--- src/rtl/alarm_irq_pkg.sv ---
package alarm_irq_pkg;

    parameter int FIELD_W    = 7;
    parameter int NUM_FIELDS = 4;
    parameter int NUM_ALARMS = 2;
    parameter int ADDR_W     = 4;

    localparam int BYTE_W    = FIELD_W + 1;
    localparam int IDX_W     = $clog2(NUM_FIELDS);
    localparam int TIME_W    = FIELD_W * NUM_FIELDS;
    localparam int CTRL_ADDR = NUM_ALARMS * NUM_FIELDS;

    typedef enum logic [IDX_W-1:0] {
        FLD_SEC  = 2'd0,
        FLD_MIN  = 2'd1,
        FLD_HOUR = 2'd2,
        FLD_DOW  = 2'd3
    } field_e;

    typedef struct packed {
        logic                  route;
        logic [NUM_ALARMS-1:0] en;
    } ctrl_t;

    typedef struct packed {
        logic              valid;
        logic              write;
        logic [ADDR_W-1:0] addr;
        logic [BYTE_W-1:0] wdata;
    } access_t;

    function automatic logic field_hit(input logic [BYTE_W-1:0] alm,
                                       input logic [FIELD_W-1:0] cur);
        return alm[BYTE_W-1] | (alm[FIELD_W-1:0] == cur);
    endfunction

endpackage

--- src/rtl/alarm_field_cmp.sv ---
module alarm_field_cmp
    import alarm_irq_pkg::*;
(
    input  logic [BYTE_W-1:0]  alm_byte,
    input  logic [FIELD_W-1:0] cur_field,
    output logic               hit
);
    always_comb hit = field_hit(alm_byte, cur_field);
endmodule

--- src/rtl/alarm_channel.sv ---
module alarm_channel
    import alarm_irq_pkg::*;
(
    input  logic              clk,
    input  logic              rst,
    input  logic              tick,
    input  logic [TIME_W-1:0] cur_time,
    input  logic              wr_en,
    input  logic [IDX_W-1:0]  wr_idx,
    input  logic [BYTE_W-1:0] wdata,
    input  logic              touch,
    output logic              flag
);
    logic [BYTE_W-1:0]     alm_q [NUM_FIELDS];
    logic [NUM_FIELDS-1:0] hits;
    logic                  match;
    logic                  flag_q;

    for (genvar i = 0; i < NUM_FIELDS; i++) begin : g_field
        always_ff @(posedge clk) begin
            if (rst)
                alm_q[i] <= '0;
            else if (wr_en && (wr_idx == IDX_W'(i)))
                alm_q[i] <= wdata;
        end

        alarm_field_cmp u_cmp (
            .alm_byte  (alm_q[i]),
            .cur_field (cur_time[i*FIELD_W +: FIELD_W]),
            .hit       (hits[i])
        );
    end

    always_comb match = &hits;

    always_ff @(posedge clk) begin
        if (rst)
            flag_q <= 1'b0;
        else if (tick && match)
            flag_q <= 1'b1;
        else if (touch)
            flag_q <= 1'b0;
    end

    assign flag = flag_q;
endmodule

--- src/rtl/alarm_irq_router.sv ---
module alarm_irq_router
    import alarm_irq_pkg::*;
(
    input  logic [NUM_ALARMS-1:0] flags,
    input  ctrl_t                 ctrl,
    output logic                  irq0_n,
    output logic                  irq1_n
);
    logic [NUM_ALARMS-1:0] gated;

    always_comb begin
        gated = flags & ctrl.en;
        if (ctrl.route) begin
            irq0_n = ~gated[0];
            irq1_n = ~gated[1];
        end else begin
            irq0_n = ~(|gated);
            irq1_n = 1'b1;
        end
    end
endmodule

--- src/rtl/alarm_irq_unit.sv ---
module alarm_irq_unit
    import alarm_irq_pkg::*;
(
    input  logic                  clk,
    input  logic                  rst,
    input  logic                  tick,
    input  logic [FIELD_W-1:0]    cur_sec,
    input  logic [FIELD_W-1:0]    cur_min,
    input  logic [FIELD_W-1:0]    cur_hour,
    input  logic [FIELD_W-1:0]    cur_dow,
    input  logic                  acc_valid,
    input  logic                  acc_write,
    input  logic [ADDR_W-1:0]     acc_addr,
    input  logic [BYTE_W-1:0]     acc_wdata,
    output logic [NUM_ALARMS-1:0] alarm_flag,
    output logic                  irq0_n,
    output logic                  irq1_n
);
    access_t           acc;
    ctrl_t             ctrl_q;
    logic [TIME_W-1:0] cur_time;

    always_comb begin
        acc.valid = acc_valid;
        acc.write = acc_write;
        acc.addr  = acc_addr;
        acc.wdata = acc_wdata;
        cur_time  = '0;
        cur_time[FLD_SEC  * FIELD_W +: FIELD_W] = cur_sec;
        cur_time[FLD_MIN  * FIELD_W +: FIELD_W] = cur_min;
        cur_time[FLD_HOUR * FIELD_W +: FIELD_W] = cur_hour;
        cur_time[FLD_DOW  * FIELD_W +: FIELD_W] = cur_dow;
    end

    always_ff @(posedge clk) begin
        if (rst)
            ctrl_q <= '0;
        else if (acc.valid && acc.write && (acc.addr == ADDR_W'(CTRL_ADDR)))
            ctrl_q <= ctrl_t'(acc.wdata[$bits(ctrl_t)-1:0]);
    end

    for (genvar k = 0; k < NUM_ALARMS; k++) begin : g_alarm
        logic sel;
        always_comb sel = acc.valid &&
                          (acc.addr[ADDR_W-1:IDX_W] == (ADDR_W-IDX_W)'(k));

        alarm_channel u_chan (
            .clk      (clk),
            .rst      (rst),
            .tick     (tick),
            .cur_time (cur_time),
            .wr_en    (sel && acc.write),
            .wr_idx   (acc.addr[IDX_W-1:0]),
            .wdata    (acc.wdata),
            .touch    (sel),
            .flag     (alarm_flag[k])
        );
    end

    alarm_irq_router u_router (
        .flags  (alarm_flag),
        .ctrl   (ctrl_q),
        .irq0_n (irq0_n),
        .irq1_n (irq1_n)
    );
endmodule

--- config.mk ---
export PLATFORM = sky130hd
export DESIGN_NAME = alarm_irq_unit
export DESIGN_NICKNAME = d
export VERILOG_FILES = /design/src/rtl/alarm_irq_pkg.sv /design/src/rtl/alarm_field_cmp.sv /design/src/rtl/alarm_channel.sv /design/src/rtl/alarm_irq_router.sv /design/src/rtl/alarm_irq_unit.sv
export SDC_FILE = /design/constraint.sdc
export NUM_CORES = 1
export LEC_CHECK = 0
export BUFFER_PORTS_ARGS = -buffer_cell sky130_fd_sc_hd__buf_4
export CAP_MARGIN = 20
export CELL_PAD_IN_SITES_DETAIL_PLACEMENT = 2
export CELL_PAD_IN_SITES_GLOBAL_PLACEMENT = 2
export CORE_ASPECT_RATIO = 1.2
export CORE_UTILIZATION = 39
export DETAILED_ROUTE_END_ITERATION = 7
export PLACE_DENSITY_LB_ADDON = 0.1
export SLEW_MARGIN = 20
export SYNTH_ARGS = -nofsm -noshare
export SYNTH_HDL_FRONTEND = slang
export SYNTH_SLANG_ARGS = --single-unit
export TNS_END_PERCENT = 10
--- constraint.sdc ---
create_clock -name clk -period 2.2 [get_ports clk]
set_clock_uncertainty 0.1 [all_clocks]
set_input_delay 0.44 -clock clk [delete_from_list [all_inputs] [get_ports clk]]
set_output_delay 0.44 -clock clk [all_outputs]
set_load 0.05 [all_outputs]
==> reports/results.ini <==
[outcome]
outcome = complete, no violations

[critical_path]
worst_setup_path_start_kind = flip-flop
reg2reg_depth = 4
crit_path_max_fanout = 4
critPathArrivalTime_ns = 1.17
critPathRequiredTime_ns = 1.66
critPathKind = flip-flop to output port
crit_path_end_kind = output port

[sta]
hold_viol = 0
period_minus_slack_ns = 1.71
relSlewSlack = 0.630
worst_slack_ns = 0.492
tns_ns = 0
setup_violations = 0
fmax_mhz = 586
rsz0062_at_grt = no
tightest_slew_ns = 0.552
drv_slew = 0
post-route-period-util = 0.776

[cts]
clock_latency_ns = 0.34
htreeDepth = 3
cts_buffer_depth = 2
cts_made_buffers = 9
cts_resized = 0
root_buffer = clkbuf_8
ctsHoldBuffers = 0
cts_tree = yes
cts_setup_buffers = 0
cts.clk_slew.worst_paths_ns = 0.08
cts.sinks = 69

[placement]
io_buffers = 48
gp_congestion = 0.810
pre_cts_slack_ns = 0.239
dp_hpwl_mm = 6.46

[routing]
antenna_left = 0
vias = 2190
drtPass1Iterations = 4
routed_wl_mm = 8.71
drtIter0Drc = 77
wire_per_inst_um = 19.7
drc = 0
avgViaCountPerCell = 4.95

[hold_path]
worstHoldPathCells = 2
hold_path_class = primary input to flip-flop

[flow_run]
drv_cap = 0

[logic_synthesis]
synth.area.top_cells = edfxtp_1, and2_1, xor2_1, xnor2_1, dfxtp_1
synth_top_flop_cell = edfxtp_1
ys_ff_latch = 69
synth_edf_count = 64
synth.net_count = 307
synth.avg_cell_area_um2 = 13.0
synthArstFlopShare = 0
synth_commonest_cells = and2_1, edfxtp_1, xor2_1, xnor2_1, nor2_1
syn_area_um2 = 3400
synth_cells = 262
yosysWarnings = 0
seq_area_frac_synth = 0.595
synth_cell_types = 31
yosys.area.top_type_share = 0.565
yosysTopAreaCell = edfxtp_1

[pwr]
vdd_ir_drop_max_v = 0.000376
powerDensity_nw_per_um2 = 703
leakage_uw = 0.00152

[global_route]
grtUsageTotal = 0.209
grt_max_degree = 14
grt_pass1_wl_mm = 13.7
grt_pass1_vias = 2497
antenna_found_initial = 0
gr-total-overflow = 0

[final_layout]
area_delta_synth_final_pct = 21.3
final_nets = 368
drive_gt1_frac = 0.238
final_util = 0.498
antenna_cells = 0

[floorplanning]
die_area_um2 = 9100
core_area_um2 = 8290
rows = 36
start_util = 0.410
ios = 49
fp.dieW_um = 87.2
die_h_um = 104

-- metal layers --
| layer | routed length [µm] | vias up | global-route usage | share of wire |
|---|---|---|---|---|
| met2 | 4640 | 46 | 0.363 | 0.53 |
| met4 | 111 | 0 | 0.0761 | 0.013 |
| met5 | 0 | - | 0 | 0 |
| li1 | - | 1048 | - | - |
| met1 | 3730 | 1086 | 0.262 | 0.43 |
| met3 | 231 | 10 | 0.0278 | 0.027 |
-- final timing paths --
path / from / to / slack (ns)
worst max-delay path: g_alarm[1].u_chan.flag / irq0_n / 0.49
worst min-delay path: rst / ctrl_q[2] / 0.28
worst max register to register: g_alarm[0].u_chan.alm_q[1][6] / g_alarm[0].u_chan.flag / 0.52
worst min register to register: ctrl_q[0] / ctrl_q[0] / 0.41
-- state kept, by name, indices dropped and copies added, names as in the netlist --
signal and flops:
ctrl_q 3, g_alarm.u_chan.flag 2, g_alarm.u_chan.alm_q 64
-- where the power goes --
group	leakage (µW)	internal, µW	total (µW)	switching, µW
combinational	0.000774	135	297	162
sequential	0.000650	1500	1530	31.3
clock	0.0000959	587	1070	487
-- through the flow --
step | instance area, µm² | cells | total power (µW) | hold slack (ns)
after global placement | 3920 | 426 | 1840 | 0.380
final | 4130 | 442 | 2900 | 0.283
after global routing | 4130 | 442 | 3010 | 0.293
after CTS | 4130 | 442 | 2940 | 0.272
after floorplan | 3400 | 262 | 1690 | 0.361
after detailed placement | 3920 | 426 | 1860 | 0.398
-- cell type report --
cell class,instances,area [µm²]
clock buffers,13,159
clock inverters,3,45.0
fillers,869,4160
inverters,2,7.51
multi-input cells,186,1340
flip-flops and latches,69,2020
well taps,114,143
repair buffers,55,413
-- cells by family after synthesis --
logic type	share of synthesized area
AOI/OAI and AO/OA	0.0460
buffers and inverters	0.0125
and+or+nand+nor	0.194
xor gates and xnor gates	0.144
DFF	0.595
muxes	0.00883
-- placed cells by master (no fill, tap or decap), types with 6 or more instances in the layout --
master / synthesis / routed
and2_1: 64 / 64
edfxtp_1: 64 / 64
buf_4: 2 / 55
xor2_1: 38 / 38
xnor2_1: 18 / 18
nor2_1: 12 / 12
clkbuf_8: 0 / 11
nand2_1: 8 / 8
nor4_1: 8 / 8
a41oi_1: 6 / 6
-- worst max-delay path, cell delays in order (launching register included) --
cell     delay (ns)
dfxtp_1        0.43
nand2_1        0.08
nor2_1         0.09
a21oi_1        0.05
buf_4          0.19
No activity file was read; power rests on OpenSTA's default activity.
